--- src/rtl/adc_scan_pkg.sv ---
package adc_scan_pkg;

    localparam int FRAME_BITS     = 16;
    localparam int TAG_BITS       = 4;
    localparam int MAX_CH         = 16;
    localparam int FIELD_BITS     = 12;
    localparam int CMD_MANUAL_BIT = 12;
    localparam int CMD_PROG_BIT   = 11;
    localparam int CMD_CH_LSB     = 7;
    localparam int CMD_RANGE_BIT  = 6;

    typedef logic [FRAME_BITS-1:0] frame_t;
    typedef logic [TAG_BITS-1:0]   chan_t;

    // channel commanded in one frame, if any
    typedef struct packed {
        logic  valid;
        chan_t ch;
    } slot_t;

    typedef enum logic [1:0] {
        ENG_IDLE,
        ENG_SHIFT,
        ENG_GAP
    } eng_state_t;

    typedef enum logic {
        SEQ_IDLE,
        SEQ_RUN
    } seq_state_t;

    function automatic frame_t build_cmd(chan_t ch, logic dbl);
        frame_t w;
        w = '0;
        w[CMD_MANUAL_BIT]              = 1'b1;
        w[CMD_PROG_BIT]                = 1'b1;
        w[CMD_CH_LSB +: TAG_BITS]      = ch;
        w[CMD_RANGE_BIT]               = dbl;
        return w;
    endfunction

    function automatic logic [4:0] count_ones(logic [MAX_CH-1:0] m);
        logic [4:0] n;
        n = '0;
        for (int i = 0; i < MAX_CH; i++) begin
            n = n + {4'd0, m[i]};
        end
        return n;
    endfunction

endpackage

--- src/rtl/spi_word_engine.sv ---
module spi_word_engine
    import adc_scan_pkg::*;
#(
    parameter int DIV = 2
) (
    input  logic   clk,
    input  logic   rst,
    input  logic   go,
    input  frame_t tx_word,
    input  logic   miso,
    output logic   sclk,
    output logic   cs_n,
    output logic   mosi,
    output logic   ready,
    output logic   frame_done,
    output frame_t rx_word
);
    localparam int DIV_W = (DIV > 1) ? $clog2(DIV) : 1;
    localparam int BIT_W = $clog2(FRAME_BITS);

    eng_state_t       st;
    logic [DIV_W-1:0] div_cnt;
    logic             tick;
    logic             phase;
    logic [BIT_W-1:0] bit_cnt;
    logic             gap_cnt;
    frame_t           tx_sr;
    frame_t           rx_sr;

    assign tick  = (div_cnt == DIV_W'(DIV - 1));
    assign ready = (st == ENG_IDLE);
    assign mosi  = cs_n ? 1'b0 : tx_sr[FRAME_BITS-1];

    always_ff @(posedge clk) begin
        if (rst) begin
            st         <= ENG_IDLE;
            div_cnt    <= '0;
            phase      <= 1'b0;
            bit_cnt    <= '0;
            gap_cnt    <= 1'b0;
            tx_sr      <= '0;
            rx_sr      <= '0;
            sclk       <= 1'b0;
            cs_n       <= 1'b1;
            frame_done <= 1'b0;
            rx_word    <= '0;
        end else begin
            frame_done <= 1'b0;
            if (st == ENG_IDLE) begin
                div_cnt <= '0;
            end else begin
                div_cnt <= tick ? '0 : div_cnt + DIV_W'(1);
            end
            case (st)
                ENG_IDLE: begin
                    if (go) begin
                        st      <= ENG_SHIFT;
                        tx_sr   <= tx_word;
                        bit_cnt <= '0;
                        phase   <= 1'b0;
                        cs_n    <= 1'b0;
                    end
                end
                ENG_SHIFT: begin
                    if (tick) begin
                        if (!phase) begin
                            sclk  <= 1'b1;
                            rx_sr <= {rx_sr[FRAME_BITS-2:0], miso};
                            phase <= 1'b1;
                        end else begin
                            sclk  <= 1'b0;
                            phase <= 1'b0;
                            if (bit_cnt == BIT_W'(FRAME_BITS - 1)) begin
                                st         <= ENG_GAP;
                                cs_n       <= 1'b1;
                                frame_done <= 1'b1;
                                rx_word    <= rx_sr;
                                gap_cnt    <= 1'b0;
                            end else begin
                                bit_cnt <= bit_cnt + BIT_W'(1);
                                tx_sr   <= {tx_sr[FRAME_BITS-2:0], 1'b0};
                            end
                        end
                    end
                end
                ENG_GAP: begin
                    if (tick) begin
                        if (gap_cnt) begin
                            st <= ENG_IDLE;
                        end else begin
                            gap_cnt <= 1'b1;
                        end
                    end
                end
                default: st <= ENG_IDLE;
            endcase
        end
    end

endmodule

--- src/rtl/chan_picker.sv ---
module chan_picker
    import adc_scan_pkg::*;
#(
    parameter int NUM_CH = 16
) (
    input  logic [NUM_CH-1:0] mask,
    output logic              found,
    output chan_t             idx
);
    // lowest set bit wins
    always_comb begin
        found = 1'b0;
        idx   = '0;
        for (int i = NUM_CH - 1; i >= 0; i--) begin
            if (mask[i]) begin
                found = 1'b1;
                idx   = chan_t'(i);
            end
        end
    end

endmodule

--- src/rtl/word_unpack.sv ---
module word_unpack
    import adc_scan_pkg::*;
#(
    parameter int RES_BITS = 12
) (
    input  frame_t              word,
    input  chan_t               expect_ch,
    output logic [RES_BITS-1:0] sample,
    output logic                tag_bad
);
    assign sample  = word[FIELD_BITS-1 -: RES_BITS];
    assign tag_bad = (word[FRAME_BITS-1 -: TAG_BITS] != expect_ch);

endmodule

--- src/rtl/adc_scan_seq.sv ---
module adc_scan_seq
    import adc_scan_pkg::*;
#(
    parameter int NUM_CH   = 16,
    parameter int RES_BITS = 12,
    parameter int DIV      = 2
) (
    input  logic                clk,
    input  logic                rst,
    input  logic                start,
    input  logic                single_mode,
    input  logic [3:0]          single_ch,
    input  logic [NUM_CH-1:0]   ch_en,
    input  logic                range_dbl,
    input  logic                miso,
    output logic                sclk,
    output logic                cs_n,
    output logic                mosi,
    output logic                busy,
    output logic                done,
    output logic                res_valid,
    output logic                res_err,
    output logic [3:0]          res_ch,
    output logic [RES_BITS-1:0] res_data
);
    localparam int CNT_W = $clog2(NUM_CH + 3);

    seq_state_t          st;
    logic [NUM_CH-1:0]   pend;
    logic                rng_q;
    logic                one_q;
    chan_t               one_ch;
    logic [CNT_W-1:0]    total;
    logic [CNT_W-1:0]    launched;
    logic [CNT_W-1:0]    finished;
    slot_t               cur;
    slot_t               hist0;
    slot_t               hist1;

    logic                pk_found;
    chan_t               pk_idx;
    slot_t               cmd_slot;
    frame_t              tx_word;
    frame_t              rx_word;
    logic                go;
    logic                eng_ready;
    logic                frame_done;
    logic                start_ok;
    logic [MAX_CH-1:0]   en_wide;
    logic [RES_BITS-1:0] up_sample;
    logic                up_bad;

    chan_picker #(.NUM_CH(NUM_CH)) picker_i (
        .mask  (pend),
        .found (pk_found),
        .idx   (pk_idx)
    );

    spi_word_engine #(.DIV(DIV)) engine_i (
        .clk        (clk),
        .rst        (rst),
        .go         (go),
        .tx_word    (tx_word),
        .miso       (miso),
        .sclk       (sclk),
        .cs_n       (cs_n),
        .mosi       (mosi),
        .ready      (eng_ready),
        .frame_done (frame_done),
        .rx_word    (rx_word)
    );

    word_unpack #(.RES_BITS(RES_BITS)) unpack_i (
        .word      (rx_word),
        .expect_ch (hist1.ch),
        .sample    (up_sample),
        .tag_bad   (up_bad)
    );

    assign en_wide  = MAX_CH'(ch_en);
    assign busy     = (st == SEQ_RUN);
    assign start_ok = (st == SEQ_IDLE) && start && (single_mode || (ch_en != '0));
    assign go       = (st == SEQ_RUN) && eng_ready && (launched < total);

    always_comb begin
        if (one_q) begin
            cmd_slot.valid = (launched < CNT_W'(2));
            cmd_slot.ch    = one_ch;
        end else begin
            cmd_slot.valid = pk_found;
            cmd_slot.ch    = pk_idx;
        end
        tx_word = cmd_slot.valid ? build_cmd(cmd_slot.ch, rng_q) : '0;
    end

    always_ff @(posedge clk) begin
        if (rst) begin
            st        <= SEQ_IDLE;
            pend      <= '0;
            rng_q     <= 1'b0;
            one_q     <= 1'b0;
            one_ch    <= '0;
            total     <= '0;
            launched  <= '0;
            finished  <= '0;
            cur       <= '0;
            hist0     <= '0;
            hist1     <= '0;
            done      <= 1'b0;
            res_valid <= 1'b0;
            res_err   <= 1'b0;
            res_ch    <= '0;
            res_data  <= '0;
        end else begin
            res_valid <= 1'b0;
            done      <= 1'b0;
            case (st)
                SEQ_IDLE: begin
                    if (start_ok) begin
                        st       <= SEQ_RUN;
                        pend     <= ch_en;
                        rng_q    <= range_dbl;
                        one_q    <= single_mode;
                        one_ch   <= single_ch;
                        total    <= single_mode ? CNT_W'(3)
                                                : CNT_W'(count_ones(en_wide) + 5'd2);
                        launched <= '0;
                        finished <= '0;
                        cur      <= '0;
                        hist0    <= '0;
                        hist1    <= '0;
                    end
                end
                SEQ_RUN: begin
                    if (go) begin
                        launched <= launched + CNT_W'(1);
                        cur      <= cmd_slot;
                        if (!one_q && pk_found) begin
                            pend <= pend & ~(NUM_CH'(1) << pk_idx);
                        end
                    end
                    if (frame_done) begin
                        hist0    <= cur;
                        hist1    <= hist0;
                        finished <= finished + CNT_W'(1);
                        if (hist1.valid) begin
                            res_valid <= 1'b1;
                            res_ch    <= hist1.ch;
                            res_data  <= up_sample;
                            res_err   <= up_bad;
                        end
                        if (finished == total - CNT_W'(1)) begin
                            st   <= SEQ_IDLE;
                            done <= 1'b1;
                        end
                    end
                end
                default: st <= SEQ_IDLE;
            endcase
        end
    end

endmodule

--- config.mk ---
export PLATFORM = sky130hd
export DESIGN_NAME = adc_scan_seq
export DESIGN_NICKNAME = d
export VERILOG_FILES = /design/src/rtl/adc_scan_pkg.sv /design/src/rtl/spi_word_engine.sv /design/src/rtl/chan_picker.sv /design/src/rtl/word_unpack.sv /design/src/rtl/adc_scan_seq.sv
export SDC_FILE = /design/constraint.sdc
export NUM_CORES = 1
export LEC_CHECK = 0
export BUFFER_PORTS_ARGS = -buffer_cell sky130_fd_sc_hd__buf_2
export CAP_MARGIN = 20
export CELL_PAD_IN_SITES_DETAIL_PLACEMENT = 0
export CELL_PAD_IN_SITES_GLOBAL_PLACEMENT = 1
export CORE_MARGIN = 1
export CORE_UTILIZATION = 30
export DETAILED_ROUTE_END_ITERATION = 8
export GPL_TIMING_DRIVEN = 0
export HOLD_SLACK_MARGIN = 0.1
export PLACE_DENSITY_LB_ADDON = 0.1
export SLEW_MARGIN = 20
export SYNTH_ARGS = -nofsm -noshare
export SYNTH_HDL_FRONTEND = slang
export SYNTH_SLANG_ARGS = --single-unit
--- constraint.sdc ---
create_clock -name clk -period 4.4 [get_ports clk]
set_input_delay 0.66 -clock clk [delete_from_list [all_inputs] [get_ports clk]]
set_output_delay 0.66 -clock clk [all_outputs]
set_load 0.01 [all_outputs]
# After elaboration in Yosys (flattened, before gate mapping)

Index checks and enable logic that the tools add are counted.

Bits in writable memories: 0
Input bits: 26
Output and inout port bits: 23
Memories: 0
Bits in read-only memories: 0
Register bits after elaboration: 132
Logic and storage cells: 192
Latch bits: 0

Bitwise operators: 7
$mul: 0
Multiplexer cells: 88
Shifts and indexed selects: 1
Divide/modulo/power cells: 0
Reduce and logical (&&, ||, !) cells: 27
Order comparisons: 2
Eq/ne operators: 16
Add/sub/neg operators: 21

Operator list:

| kind                 | count |
|---|---|
| $mux 16              | 7 |
| $mux 4               | 20 |
| $pmux 16 s2          | 2 |
| $add 5x1->5          | 11 |
| $pmux 5 s2           | 5 |
| $mux 5               | 8 |
| $mux 1               | 33 |
| $ne 2x1->1 const B   | 9 |
| $and 16x16->16       | 1 |
| $not 16->16          | 1 |
| $reduce_bool 16->1   | 1 |
| $shl 1x4->16 const A | 1 |
| $reduce_and 5->1     | 3 |
| $mux 13              | 1 |
| $mux 2               | 6 |
| $reduce_and 3->1     | 4 |
| $add 5x1->5 const B  | 2 |
| $pmux 1 s2           | 4 |
| $pmux 4 s2           | 1 |
| $reduce_and 2->1     | 4 |
| $pmux 2 s3           | 1 |
| $reduce_and 6->1     | 1 |
| $reduce_or 3->1      | 2 |
| $add 4x1->5          | 1 |
| other kinds (23)     | 33 |

# Depth between registers and ports, before layout

Gate-level depths: netlist of run 1.

Depth in word-level cells: 22
Gate-level depth with buffers: 15
Gate-level depth less buffers: 15

# Hierarchy

Synthesis of run 1 repeated with hierarchy kept, for this count alone.

Cell total of the unflattened synthesis: 785
Area, all modules: 6545.0 sq um

By module, submodules not included:

| module          | times used | seq. area each (sq um) | area an instance (sq um) | cells each |
|---|---|---|---|---|
| adc_scan_seq    | 1          | 1441.4                 | 3733.6                   | 443 |
| spi_word_engine | 1          | 1201.2                 | 2501.1                   | 292 |
| chan_picker     | 1          | 0.0                    | 178.9                    | 33 |
| word_unpack     | 1          | 0.0                    | 131.4                    | 17 |

# Worst setup path before layout of run 1

OpenSTA, ideal clock, no wires.

Kind: input port to flip-flop
Start: in ch_en[0]
End: reg total[4]
Path buffers: 0
Path slack: 0.581 ns
Data required time: 4.335 ns
Setup time: 0.065 ns
Cell stages on the path: 14
Arrival time: 3.754 ns
Path through: fa_1 -> inv_1 -> fa_1 -> fa_1 -> fa_1 -> inv_1 -> ha_1 -> inv_1 -> fa_1 -> inv_1 -> a21oi_1 -> nor4b_1 -> a21oi_1 -> nor2_1

Cells in the longest elaborated chain, start to end: 17
Elaborated cells between the ends (all ways): 21
Classes of those cells: add/sub: 16; mux: 1; reduce/logical: 4

RTL lines:

| item                      | line                | text |
|---|---|---|
| start, declared           | adc_scan_seq.sv:13  | `input logic [NUM_CH-1:0] ch_en,` |
| $add 1x1->2               | adc_scan_pkg.sv:46  | `n = n + {4'd0, m[i]};` |
| $add 2x1->3               | adc_scan_pkg.sv:46  |  |
| $add 3x1->4               | adc_scan_pkg.sv:46  |  |
| $add 4x1->5               | adc_scan_pkg.sv:46  |  |
| $add 5x1->5 (11 in a row) | adc_scan_pkg.sv:46  |  |
| $add 5x2->5               | adc_scan_seq.sv:126 | `: CNT_W'(count_ones(en_wide) + 5'd2);` |
| $mux 5                    | adc_scan_seq.sv:125 | `total <= single_mode ? CNT_W'(3)` |
| end signal, assigned      | adc_scan_seq.sv:125 |  |
| end, declared             | adc_scan_seq.sv:33  | `logic [CNT_W-1:0] total;` |

Several ways; a longest one is shown, not always the timed one.
A chain may end at the register's enable or synchronous reset.

# Final worst setup path of run 1

Start: in ch_en[0]
End: reg total[3]

Same word-level chain as after synthesis.

==> flow_metrics.py, run 1 <==
metrics = {
    "timing": {
        "hold_violations": 0,
        "slew_headroom": 0.482,
        "tightestPinTransition_ns": 0.777,
        "grt_setup_unrepaired": "false",
        "finClkSkew_ns": 0.0134,
        "setup_ws_ns": 0.715,
        "fin_crit_sh": 0.838,
        "slew_violations": 0,
        "period_minus_slack_ns": 3.69,
        "tns_ns": 0,
        "setup_viol": 0,
        "fmax_mhz": 271,
    },
    "worst_setup_path": {
        "cp_data_arrival_time_ns": 3.98,
        "crit_required_ns": 4.69,
        "cp_max_fo": 3,
        "end_kind": "flip-flop",
        "setup.worst_path.start_class": "primary input",
        "critPathKind": "primary input to flip-flop",
    },
    "outcome": {
        "status": "completed",
    },
    "final_layout": {
        "final_cell_mix": "166 x nand2_1, 126 x dfxtp_1, 99 x a21oi_1",
        "syn_to_final_growth_pct": 20.6,
        "final-seq-area_um2": 2520,
        "n_antenna_cell": 0,
        "fill_cells": 2054,
        "layout_commonest_cell": "nand2_1",
        "final_cells": 1051,
        "fin_nets": 828,
        "drive_gt1_frac": 0.145,
        "multi_input_area_um2": 3050,
    },
    "detailed_routing": {
        "drc": 0,
        "drtIter0Drc": 224,
        "vias": 5238,
        "post_drt_via_cell_ratio": 4.98,
        "wl_um": 17300,
        "firstDrtPassIters": 5,
        "ant_nets": 0,
        "wire_per_inst_um": 16.5,
    },
    "synthesis": {
        "ys_types": 67,
        "syn_nets": 762,
        "synthCells": 712,
        "synth_seq_cells": 126,
        "synthArstFlopShare": 0,
        "synth_seq_area_share": 0.431,
        "synth_warnings": 0,
        "syn_avg_cell_area_um2": 8.21,
        "synthFlopType": "dfxtp_1",
        "netlist_area_um2": 5850,
        "synth_edf_count": 0,
    },
    "clock_tree": {
        "clock_path_buffers": 2,
        "root_buffer": "clkbuf_16",
        "htreeDepth": 4,
        "post_cts_buffers": 0,
        "cts_resized": 0,
        "clock-sinks": 126,
        "cts_hold_buffers": 0,
        "clk_pin_slew_ns": 0.06,
        "cts_tree": "built",
        "clock_latency_ns": 0.43,
        "cts_inserted_buffers": 17,
    },
    "floorplanning": {
        "initial_core_util": 0.310,
        "fp.dieW_um": 142,
        "pin_count": 49,
        "fp.dieH_um": 142,
        "rows": 50,
        "core_area_um2": 18900,
        "dieArea_um2": 20100,
    },
    "run": {
        "drv_cap": 0,
    },
    "placement": {
        "gp_congestion": 0.842,
        "dp_cells": 1019,
        "dp_slack_ns": 0.231,
        "port_buffers": 47,
        "hpwl_um": 12900,
    },
    "power": {
        "p_leak_nw": 2.68,
        "ir_worst_vdd_mv": 0.246,
        "p_per_area_nw_per_um2": 483,
    },
    "grt": {
        "antenna_found_initial": 0,
        "grt_max_degree": 17,
        "grt_pass1_wl_um": 27800,
        "track_usage": 0.182,
        "grt_pass1_vias": 5154,
        "overflow": 0,
    },
    "worst_hold_path": {
        "worstHoldPathType": "flip-flop to flip-flop",
    },
}
-- cells by family (layout without fill, tap and decap cells) --
kind of cell	after synthesis	in the layout	synth area share
AO/OA/AOI/OAI	174	174	0.188
XOR/XNOR	18	18	0.0270
adder cells (fa/ha/maj)	24	24	0.0655
buffers and inverters	68	147	0.0473
flip-flops	126	126	0.431
multiplexers	1	1	0.00193
AND/OR/NAND/NOR	301	301	0.239
-- state kept, by name, summed over array words and instances, names as in the netlist, 2 cells and up --
register,count
total,5
engine_i.rx_word,16
hist0,5
finished,5
engine_i.rx_sr,16
engine_i.st,2
cur,5
engine_i.tx_sr,10
pend,16
engine_i.bit_cnt,4
hist1,5
res_ch,4
one_ch,4
res_data,12
launched,5
-- synth_stat cells (all sizes together) (7+ instances only) --
cell / number / area share
nor4: 12 / 0.015
nand2: 166 / 0.11
inv: 30 / 0.019
xor2: 13 / 0.019
buf: 13 / 0.012
o21ai: 17 / 0.016
a21oi: 100 / 0.086
dfxtp: 126 / 0.43
nand3: 25 / 0.022
nor2b: 7 / 0.0075
o211ai: 10 / 0.013
clkbuf: 25 / 0.016
nor2: 43 / 0.030
fa: 11 / 0.038
nor3: 17 / 0.019
a22oi: 14 / 0.018
ha: 13 / 0.028
-- power by group --
part | leakage (nW) | internal [mW] | switching [mW]
registers | 1.02 | 1.19 | 0.0547
logic | 1.34 | 0.237 | 0.377
clock network | 0.313 | 0.997 | 0.552
total | 2.68 | 2.42 | 0.984
-- critical path: stages --
cell and delay [ns]:
buf_2 0.14, fa_1 0.53, inv_1 0.05, fa_1 0.41
fa_1 0.49, fa_1 0.61, inv_1 0.06, ha_1 0.28
a21o_1 0.15, a21oi_1 0.16, xor2_1 0.16, nor3_1 0.07
a21oi_1 0.13, nor2_1 0.05
-- final cells by class --
class,count,share of cell area
buffer,38,0.0232
clock inverter,12,0.0255
timing repair buffer,47,0.0333
clock buffer,20,0.0661
sequential,126,0.358
tap,260,0.0461
inverter,30,0.0160
multi-input combinational,518,0.432
-- routing by layer --
metal / up-vias / track usage / wire length [um]
li1: 2599 / - / -
met1: 2519 / 0.237 / 8310
met2: 102 / 0.305 / 8150
met3: 18 / 0.0381 / 669
met4: 0 / 0.0492 / 176
met5: - / 0 / 0
-- path summary, 6_finish.rpt --
kind / start / end / slack [ns] / cells past startpoint
max: ch_en[0] / total[3] / 0.71 / 14
min: hist0[0] / hist1[0] / 0.45 / 2
max reg2reg: total[2] / engine_i.bit_cnt[3] / 2.02 / 9
min reg2reg: hist0[0] / hist1[0] / 0.45 / 2
-- stage by stage --
step	total power, mW	utilization	hold WS [ns]	instance area, um2
finish	3.41	0.373	0.450	7060
global route	3.57	0.373	0.471	7060
CTS	3.44	0.373	0.454	7060
detailed placement	1.89	0.339	0.443	6410
global placement	1.88	0.339	0.442	6410
floorplan	1.70	-	0.431	5850
Note: power is estimated with default switching activity, not from simulation.
==> inputs of run 2 (changes only) <==
==> constraint.sdc (replaced) <==
create_clock -name clk -period 3.5 [get_ports clk]
set_input_delay 0.525 -clock clk [delete_from_list [all_inputs] [get_ports clk]]
set_output_delay 0.525 -clock clk [all_outputs]
set_load 0.01 [all_outputs]
==> run 2 against run 1 <==
Setup slack got worse by 0.67 ns; sequential share of layout area about the same; sequential power up 26%; wire length increased by 0.31%; highest routed layer unchanged; hold slack worse by 0.10 ns; count of clock-buffer cells in the layout is 2 lower; clock skew down 0.0032 ns; clock power up 8%; register-to-register slack worse by 1.0 ns.
==> flow_metrics.py, run 2 (synthesis gave the netlist of run 1 again) <==
metrics = {
    "final_layout": {
        "final-seq-area_um2": 2520,
        "fin_nets": 830,
        "syn_to_final_growth_pct": 20.5,
        "drive_gt1_frac": 0.164,
        "top_regs": "engine_i.rx_sr: 16 flops, engine_i.rx_word: 16 flops, pend: 16 flops",
        "multi_input_area_um2": 3090,
        "fill_cells": 2043,
        "final_cell_mix": "166 x nand2_1, 126 x dfxtp_1, 97 x a21oi_1",
        "layout_commonest_cell": "nand2_1",
        "n_antenna_cell": 0,
    },
    "worst_setup_path": {
        "cp_data_arrival_time_ns": 3.81,
        "cp_max_fo": 2,
        "crit_top_cell": "inv_2",
        "end_kind": "flip-flop",
        "crit_start": "ch_en[1]",
        "critPathKind": "primary input to flip-flop",
        "regToRegStartpoint": "total[2]",
        "crit_required_ns": 3.85,
        "critPathSlowestCell": "fa_1",
        "cpPeakStageDelay_ns": 0.54,
        "setup.worst_path.start_class": "primary input",
        "path_cells": "buf_8, fa_1, inv_2, fa_2, fa_2, fa_1, inv_2, ha_4, inv_2, fa_2, inv_2, a21oi_2, nor4b_2, a21oi_1, nor2_1",
    },
    "floorplanning": {
        "rows": 50,
        "dieArea_um2": 20100,
        "fp.dieH_um": 142,
        "core_area_um2": 18900,
        "fp.dieW_um": 142,
        "pin_count": 49,
        "initial_core_util": 0.310,
    },
    "timing": {
        "setup_ws_ns": 0.0406,
        "fmax_mhz": 289,
        "tightestPinTransition_ns": 0.746,
        "grt_setup_unrepaired": "true",
        "slew_violations": 0,
        "slew_headroom": 0.503,
        "finClkSkew_ns": 0.0102,
        "setup_viol": 0,
        "period_minus_slack_ns": 3.46,
        "tns_ns": 0,
        "hold_violations": 0,
        "fin_crit_sh": 0.988,
    },
    "power": {
        "p_per_area_nw_per_um2": 578,
        "switching_share": 0.307,
        "ir_worst_vdd_mv": 0.339,
        "p_switching_mw": 1.25,
        "p_int_mw": 2.82,
        "p_leak_nw": 2.64,
        "power_frac_comb": 0.206,
        "pwr-share-clk": 0.411,
        "seqPwrFrac": 0.384,
    },
    "detailed_routing": {
        "dr_wl_met3_um": 671,
        "wire_per_inst_um": 16.5,
        "wl_met2_um": 8110,
        "firstDrtPassIters": 5,
        "vias": 5269,
        "top_layer_used": "met4",
        "drc": 0,
        "drtIter0Drc": 275,
        "post_drt_via_cell_ratio": 5.01,
        "ant_nets": 0,
        "wl_um": 17400,
        "met1_length_um": 8280,
    },
    "run": {
        "drv_cap": 0,
    },
    "grt": {
        "grt_pass1_vias": 5194,
        "grt_pass1_wl_um": 27900,
        "overflow": 0,
        "track_usage": 0.183,
        "antenna_found_initial": 0,
        "grt_max_degree": 17,
    },
    "placement": {
        "dp_slack_ns": -0.519,
        "port_buffers": 47,
        "hpwl_um": 12900,
        "gp_congestion": 0.828,
    },
    "worst_hold_path": {
        "worstHoldPathType": "primary input to flip-flop",
        "hp-start": "miso",
    },
    "clock_tree": {
        "cts_tree": "built",
        "clock_latency_ns": 0.42,
        "htreeDepth": 4,
        "cts_inserted_buffers": 17,
        "clk_pin_slew_ns": 0.06,
        "clock_path_buffers": 2,
        "root_buffer": "clkbuf_16",
        "clock-sinks": 126,
        "cts_hold_buffers": 0,
    },
    "outcome": {
        "status": "completed",
    },
}
## run 2: power by group through the flow
stage / registers (mW) / clock network [mW] / logic, mW
final: 1.56 / 1.67 / 0.838
after global routing: 1.57 / 1.79 / 0.940
after CTS: 1.56 / 1.72 / 0.794
after detailed placement: 1.59 / 0 / 0.786
after global placement: 1.59 / 0 / 0.788
after floorplan: 1.57 / 0 / 0.577
## run 2: layer usage
metal,global-route usage,vias to the layer above
li1,-,2606
met1,0.239,2510
met2,0.301,134
met3,0.0358,19
met4,0.0606,0
met5,0,-
## run 2: what timing repair did
item / CTS / global route
setup buffers: 0 / 2
pin swaps: 0 / 9
resized for setup: 2 / 18
endpoints found under the hold margin: 0 / 0
endpoints found under the setup margin: 2 / 4
## run 2: final timing paths
check,slack (ns),cells after the start,endpoint
max,0.04,15,total[4]
min,0.35,3,engine_i.rx_sr[0]
max reg2reg,1.02,9,engine_i.bit_cnt[3]
min reg2reg,0.45,2,res_ch[2]
## run 2: through the flow
step | cells | utilization | hold slack [ns] | cell area, um2 | total power, mW
after global placement | 1019 | 0.340 | 0.441 | 6430 | 2.38
after CTS | 1050 | 0.370 | 0.331 | 6990 | 4.07
after detailed placement | 1019 | 0.340 | 0.447 | 6430 | 2.38
after floorplan | 712 | - | 0.431 | 5870 | 2.15
final | 1052 | 0.373 | 0.349 | 7050 | 4.07
after global routing | 1052 | 0.373 | 0.367 | 7050 | 4.30
## run 2: critical path: cells and delay by family
family	cells	cell delay [ns]
buffers and inverters	5	0.32
and+or+nand+nor	2	0.36
adders and majority gates	6	2.50
AOI/OAI and AO/OA	2	0.12
## run 2: area by class of cell
| class | instances | share of cell area |
|---|---|---|
| Buffer | 38 | 0.0233 |
| Multi-Input combinational cell | 518 | 0.438 |
| Clock buffer | 18 | 0.0623 |
| Timing Repair Buffer | 49 | 0.0394 |
| Clock inverter | 13 | 0.0163 |
| Inverter | 30 | 0.0170 |
| Sequential cell | 126 | 0.358 |
| Tap cell | 260 | 0.0461 |
